`config.mk`:
```
export PLATFORM = sky130hd
export DESIGN_NAME = usbh_irq_ctrl
export DESIGN_NICKNAME = d
export VERILOG_FILES = /design/src/rtl/usbh_irq_pkg.sv /design/src/rtl/usbh_irq_bit_array.sv /design/src/rtl/usbh_irq_ovr_cnt.sv /design/src/rtl/usbh_irq_reg_if.sv /design/src/rtl/usbh_irq_ctrl.sv
export SDC_FILE = /design/constraint.sdc
export NUM_CORES = 1
export LEC_CHECK = 0
export CORE_MARGIN = 8
export CORE_UTILIZATION = 40
export DETAILED_ROUTE_END_ITERATION = 8
export DONT_BUFFER_PORTS = 1
export PLACE_DENSITY_LB_ADDON = 0.08
export SLEW_MARGIN = 20
export SYNTH_ARGS = -nofsm -noshare
export SYNTH_HDL_FRONTEND = slang
export SYNTH_SLANG_ARGS = --single-unit
```
`constraint.sdc`:
```
create_clock -name clk_i -period 2.3 [get_ports clk_i]
set_clock_uncertainty 0.2 [all_clocks]
set_input_delay 0.69 -clock clk_i [delete_from_list [all_inputs] [get_ports clk_i]]
set_output_delay 0.69 -clock clk_i [all_outputs]
set_load 0.05 [all_outputs]
```
`src/rtl/usbh_irq_pkg.sv`:
```
package usbh_irq_pkg;
  localparam int ADDR_W  = 8;
  localparam int DATA_W  = 32;
  localparam int HW_EVT  = 7;
  localparam int EVT_N   = HW_EVT + 1;
  localparam int MASK_N  = EVT_N + 1;
  localparam int OC_POS  = 30;
  localparam int MIE_POS = 31;
  localparam int OCR_POS = 3;
  localparam int OVR_LSB = 6;
  localparam int OVR_W   = 2;

  localparam logic [ADDR_W-1:0] OFF_CMD  = 8'h08;
  localparam logic [ADDR_W-1:0] OFF_STAT = 8'h0C;
  localparam logic [ADDR_W-1:0] OFF_EN   = 8'h10;
  localparam logic [ADDR_W-1:0] OFF_DIS  = 8'h14;

  // compact event index -> bit position in the status/mask word
  function automatic int evt_pos(int i);
    return (i < HW_EVT) ? i : OC_POS;
  endfunction

  function automatic logic [EVT_N-1:0] pack_evt(logic [DATA_W-1:0] w);
    logic [EVT_N-1:0] v;
    for (int i = 0; i < EVT_N; i++) v[i] = w[evt_pos(i)];
    return v;
  endfunction

  function automatic logic [DATA_W-1:0] unpack_evt(logic [EVT_N-1:0] v);
    logic [DATA_W-1:0] w;
    w = '0;
    for (int i = 0; i < EVT_N; i++) w[evt_pos(i)] = v[i];
    return w;
  endfunction
endpackage

```
`src/rtl/usbh_irq_bit_array.sv`:
```
module usbh_irq_bit_array #(
  parameter int N        = 8,
  parameter bit SET_WINS = 1'b1
) (
  input  logic         clk_i,
  input  logic         rst_ni,
  input  logic [N-1:0] set_i,
  input  logic [N-1:0] clr_i,
  output logic [N-1:0] q_o
);
  for (genvar i = 0; i < N; i++) begin : g_bit
    logic q;
    if (SET_WINS) begin : g_set_pri
      always_ff @(posedge clk_i or negedge rst_ni)
        if (!rst_ni)       q <= 1'b0;
        else if (set_i[i]) q <= 1'b1;
        else if (clr_i[i]) q <= 1'b0;
    end else begin : g_clr_pri
      always_ff @(posedge clk_i or negedge rst_ni)
        if (!rst_ni)       q <= 1'b0;
        else if (clr_i[i]) q <= 1'b0;
        else if (set_i[i]) q <= 1'b1;
    end
    assign q_o[i] = q;
  end
endmodule

```
`src/rtl/usbh_irq_ovr_cnt.sv`:
```
module usbh_irq_ovr_cnt #(
  parameter int W = 2
) (
  input  logic         clk_i,
  input  logic         rst_ni,
  input  logic         inc_i,
  output logic [W-1:0] cnt_o
);
  logic [W-1:0] cnt_q;

  // natural wrap at 2**W
  always_ff @(posedge clk_i or negedge rst_ni)
    if (!rst_ni)    cnt_q <= '0;
    else if (inc_i) cnt_q <= cnt_q + W'(1);

  assign cnt_o = cnt_q;
endmodule

```
`src/rtl/usbh_irq_reg_if.sv`:
```
module usbh_irq_reg_if
  import usbh_irq_pkg::*;
(
  input  logic              req_i,
  input  logic              we_i,
  input  logic [ADDR_W-1:0] addr_i,
  input  logic [DATA_W-1:0] wdata_i,
  input  logic [DATA_W-1:0] stat_word_i,
  input  logic [DATA_W-1:0] mask_word_i,
  input  logic [OVR_W-1:0]  ovr_cnt_i,
  output logic [MASK_N-1:0] mask_set_o,
  output logic [MASK_N-1:0] mask_clr_o,
  output logic [EVT_N-1:0]  stat_clr_o,
  output logic              oc_req_o,
  output logic [DATA_W-1:0] rdata_o
);
  logic wr;
  logic [MASK_N-1:0] wmask;

  assign wr    = req_i & we_i;
  assign wmask = {wdata_i[MIE_POS], pack_evt(wdata_i)};

  assign mask_set_o = (wr && addr_i == OFF_EN)   ? wmask : '0;
  assign mask_clr_o = (wr && addr_i == OFF_DIS)  ? wmask : '0;
  assign stat_clr_o = (wr && addr_i == OFF_STAT) ? pack_evt(wdata_i) : '0;
  assign oc_req_o   = wr && addr_i == OFF_CMD && wdata_i[OCR_POS];

  always_comb begin
    rdata_o = '0;
    unique case (addr_i)
      OFF_CMD:          rdata_o[OVR_LSB +: OVR_W] = ovr_cnt_i;
      OFF_STAT:         rdata_o = stat_word_i;
      OFF_EN, OFF_DIS:  rdata_o = mask_word_i;
      default:          rdata_o = '0;
    endcase
  end
endmodule

```
`src/rtl/usbh_irq_ctrl.sv`:
```
module usbh_irq_ctrl
  import usbh_irq_pkg::*;
(
  input  logic              clk_i,
  input  logic              rst_ni,
  input  logic              req_i,
  input  logic              we_i,
  input  logic [ADDR_W-1:0] addr_i,
  input  logic [DATA_W-1:0] wdata_i,
  output logic [DATA_W-1:0] rdata_o,
  input  logic [HW_EVT-1:0] evt_i,
  output logic              irq_o
);
  logic [EVT_N-1:0]  status_q, stat_clr;
  logic [MASK_N-1:0] mask_q, mask_set, mask_clr;
  logic [OVR_W-1:0]  ovr_cnt;
  logic              oc_req;
  logic [DATA_W-1:0] stat_word, mask_word;

  usbh_irq_reg_if u_reg_if (
    .req_i       (req_i),
    .we_i        (we_i),
    .addr_i      (addr_i),
    .wdata_i     (wdata_i),
    .stat_word_i (stat_word),
    .mask_word_i (mask_word),
    .ovr_cnt_i   (ovr_cnt),
    .mask_set_o  (mask_set),
    .mask_clr_o  (mask_clr),
    .stat_clr_o  (stat_clr),
    .oc_req_o    (oc_req),
    .rdata_o     (rdata_o)
  );

  usbh_irq_bit_array #(.N(EVT_N), .SET_WINS(1'b1)) u_status (
    .clk_i (clk_i),
    .rst_ni(rst_ni),
    .set_i ({oc_req, evt_i}),
    .clr_i (stat_clr),
    .q_o   (status_q)
  );

  usbh_irq_bit_array #(.N(MASK_N), .SET_WINS(1'b1)) u_mask (
    .clk_i (clk_i),
    .rst_ni(rst_ni),
    .set_i (mask_set),
    .clr_i (mask_clr),
    .q_o   (mask_q)
  );

  usbh_irq_ovr_cnt #(.W(OVR_W)) u_ovr (
    .clk_i (clk_i),
    .rst_ni(rst_ni),
    .inc_i (evt_i[0]),
    .cnt_o (ovr_cnt)
  );

  assign stat_word = unpack_evt(status_q);
  assign mask_word = unpack_evt(mask_q[EVT_N-1:0])
                   | (DATA_W'(mask_q[EVT_N]) << MIE_POS);

  assign irq_o = mask_q[EVT_N] & |(status_q & mask_q[EVT_N-1:0]);
endmodule

```
==> results.rst <==
.. list-table::
   :header-rows: 1

   * - Metric
     - Value
   * - Number of nets in the layout
     - 194
   * - Top-Level Pins
     - 84
   * - Clock Latency Late Sink
     - between 0.3 and 0.4 ns
   * - Total global routing overflow
     - 0
   * - GRT Overall Usage
     - 0.124
   * - Cell with the largest stage delay on the worst path
     - sky130_fd_sc_hd__nor4b_4
   * - Root buffer cell
     - sky130_fd_sc_hd__clkbuf_4
   * - Vertical die dimension
     - 72.2 um
   * - TritonCTS clock tree
     - yes
   * - Syn Area/Cell
     - 9.96 um2
   * - Class of the most critical setup path
     - in -> out
   * - Via count of the first global-routing pass
     - 1027
   * - Failing checks
     - setup timing
   * - Post-DRT Antenna Nets
     - 0
   * - Number of antenna violations at the first check in global routing
     - 0
   * - Transition at the pin with the smallest max-transition slack
     - 0.907 ns
   * - Half-perimeter wire length after placement
     - 2.46 mm
   * - Placer Congestion
     - between 0.8 and 0.9
   * - Met3 track demand over resource in global routing
     - 0.0358
   * - Min Clock Period, post-route
     - ~2.5 ns
   * - Met2 Resource Use GR
     - 0.211
   * - Hold Crit Class
     - in -> reg
   * - Fillers
     - 293
   * - Max-cap check violation count
     - 0
   * - Effective utilization at floorplan
     - 0.418
   * - Cell count of the worst reg-to-reg path
     - 1
   * - Final Hold Violating Endpoints
     - 0
   * - Post-synthesis async set-or-reset flop share
     - 1.00
   * - Maximum clock frequency
     - 396 MHz
   * - Share of post-route cells with drive strength above 1
     - 0.275
   * - Global-route wire length before repair
     - 5.08 mm
   * - Area of the mapped netlist
     - 1260 um2
   * - Placed inst area
     - between 1000 and 1500 um2
   * - Worst IR Drop VDD
     - 272 uV
   * - Element type at the critical path start
     - input pin
   * - Iteration-0 DRC Markers
     - 32
   * - Count of state elements after synthesis
     - 19
   * - Final worst slack
     - -0.224 ns
   * - Setup violation total in the final timing report
     - 10
   * - Via-to-Cell Ratio
     - 5.19
   * - Most frequent cell after synthesis
     - sky130_fd_sc_hd__buf_4
   * - Buffers from clock root to sink, at most
     - 2
   * - Most frequent cells after synthesis
     - sky130_fd_sc_hd__buf_4 (25), sky130_fd_sc_hd__dfrtp_1 (19), sky130_fd_sc_hd__and3_1 (13)
   * - Input/output buffers
     - 0
   * - Yosys warnings
     - 0
   * - Sum of negative setup slack
     - -1.85 ns
   * - Post-synthesis cell type count
     - 25
   * - Die area
     - around 5200 um2
   * - Data arrival time of the critical path
     - 1.63 ns
   * - Placeable Area
     - 3030 um2
   * - Via total after detailed routing
     - 966
   * - Met1 GRT Util
     - 0.138
   * - Synthesized instance count
     - 127
   * - Number of standard-cell rows in the floorplan
     - 20
   * - Number of detailed-routing iterations run before antenna repair
     - 4
   * - Routing layer with the top usage in global route
     - met2
   * - Worst Hold Depth
     - 1
   * - Placed Cells incl. Taps
     - 177
   * - Critical-path maximum fanout
     - 8
   * - Setup Slack @ Placement
     - -0.347 ns
   * - Clock slew at reported path FFs
     - 0.12 ns
   * - Area share of the largest cell type after synthesis
     - 0.376
   * - Post-synth EDFFs
     - 0
   * - Number of antenna cells inserted
     - 0
   * - Share of the yosys chip area belonging to registers
     - 0.376
   * - Most area-consuming cells after synthesis
     - sky130_fd_sc_hd__dfrtp_1 (38%), sky130_fd_sc_hd__buf_4 (15%), sky130_fd_sc_hd__mux2i_1 (7.1%), sky130_fd_sc_hd__and3_1 (6.4%), sky130_fd_sc_hd__a22o_1 (4.8%)
   * - Critical path, cell by cell
     - nor4b_4 > and3_4 > a221o_2 > buf_12
   * - Fin area
     - roughly 1500 um2
   * - Number of non-filler instances in the completed layout
     - around 190
   * - Outcome
     - finished with violations
   * - Synthesis-to-finish area growth
     - 20.9%
   * - Detail-routed net length per standard cell
     - 17.3 um
   * - Power density relative to cell area
     - 464 nW/um2
   * - Horizontal die dimension
     - 72.2 um
   * - Yosys top cell by area
     - sky130_fd_sc_hd__dfrtp_1
   * - Depth of the CTS H-tree
     - 1
   * - RSZ-0062 raised after global routing
     - yes
   * - Top_reg_cell synth
     - sky130_fd_sc_hd__dfrtp_1
   * - Crit share post-route
     - 1.10
   * - Sink Count
     - 19
   * - CP Capture Type
     - output port
   * - Largest incremental delay on the critical path
     - 0.31 ns
   * - Max-slew headroom at the worst pin
     - 0.393
   * - Total length of routed wires
     - around 3.2 mm
   * - Final slew viol count
     - 0
   * - DRC Markers
     - 0
   * - Maximum number of pins on one net before global-route repair
     - 20
   * - Required time reported for the critical path endpoint
     - 1.41 ns
   * - Total leakage power
     - roughly 0.74 nW
   * - Inserted Clock Buffers
     - 3
## flip-flops by register name (all words and copies together) (netlist names)
register	count
u_mask.g_bit.q	9
u_ovr.cnt_o	2
u_status.g_bit.q	8
## per-layer routing
| metal | wire [um] | vias to the layer above |
|---|---|---|
| met5 | 0 | - |
| met3 | 322 | 7 |
| met2 | 1600 | 43 |
| met1 | 1230 | 472 |
| met4 | 64 | 0 |
| li1 | - | 444 |
## critical path: cells and delay by family
| kind | cells | cell delay (ns) |
|---|---|---|
| simple gates | 2 | 0.61 |
| buf+inv | 1 | 0.13 |
| compound gates | 1 | 0.20 |
## kinds of logic (layout without fill, tap and decap cells)
family,count (synthesis),count (layout),share of synthesized area
other,1,22,0.00296
and+or+nand+nor,36,36,0.191
DFF,19,19,0.376
muxes,9,9,0.0712
AOI/OAI and AO/OA,21,21,0.137
buffers and inverters,39,33,0.209
xor gates and xnor gates,2,2,0.0139
## worst paths after layout
check / startpoint / endpoint / slack (ns)
min in group asynchronous: rst_ni / u_status.g_bit[3].q / 0.75
max in group asynchronous: rst_ni / u_status.g_bit[7].q / 0.59
worst min register to register: u_ovr.cnt_o[1] / u_ovr.cnt_o[1] / 0.29
worst min-delay path: addr_i[2] / u_mask.g_bit[5].q / 0.26
worst max register to register: u_status.g_bit[7].q / u_status.g_bit[7].q / 1.36
worst max-delay path: addr_i[4] / rdata_o[6] / -0.22
## what timing repair did
action	CTS	global route
setup endpoints to repair	10	11
setup buffers	0	4
pin swaps	1	2
hold buffers	1	0
resized for setup	4	2
hold endpoints to repair	19	0
## area by class of cell
class / instances / area, um2 / area share
Clock inverter: 1 / 5.00 / 0.00327
Sequential cell: 19 / 475 / 0.311
Clock buffer: 3 / 22.5 / 0.0147
Multi-Input combinational cell: 90 / 661 / 0.432
Timing Repair Buffer: 20 / 277 / 0.181
Tap cell: 44 / 55.1 / 0.0360
Inverter: 9 / 33.8 / 0.0221
## stage by stage
| stage | power (W) | utilization | hold WS, ns |
|---|---|---|---|
| floorplan | 0.000544 | - | 0.194 |
| global placement | 0.000523 | 0.477 | 0.195 |
| detailed placement | 0.000526 | 0.477 | 0.195 |
| CTS | 0.000708 | 0.493 | 0.247 |
| global route | 0.000745 | 0.505 | 0.226 |
| finish | 0.000710 | 0.505 | 0.255 |
## placed cells by master (no fill, tap or decap), types with 2 or more instances in the layout
master | synthesis | final
sky130_fd_sc_hd__nand4_1 | 8 | 8
sky130_fd_sc_hd__a21o_1 | 7 | 7
sky130_fd_sc_hd__a22o_2 | 0 | 7
sky130_fd_sc_hd__nor4b_4 | 1 | 2
sky130_fd_sc_hd__mux2i_1 | 9 | 9
sky130_fd_sc_hd__and3_1 | 13 | 10
sky130_fd_sc_hd__buf_6 | 3 | 3
sky130_fd_sc_hd__buf_12 | 0 | 9
sky130_fd_sc_hd__clkbuf_4 | 0 | 3
sky130_fd_sc_hd__and3_4 | 0 | 3
sky130_fd_sc_hd__buf_4 | 25 | 7
sky130_fd_sc_hd__a22oi_1 | 4 | 4
sky130_fd_sc_hd__nand3_1 | 9 | 9
sky130_fd_sc_hd__dfrtp_1 | 19 | 19
sky130_fd_sc_hd__conb_1 | 1 | 22
sky130_fd_sc_hd__inv_1 | 9 | 9
## where the power goes
part	total (W)	switching [W]	internal, W
Sequential	0.000375	0.0000180	0.000357
Combinational	0.000157	0.000117	0.0000399
Clock	0.000177	0.000112	0.0000649
No activity file was read; power rests on OpenSTA's default activity.
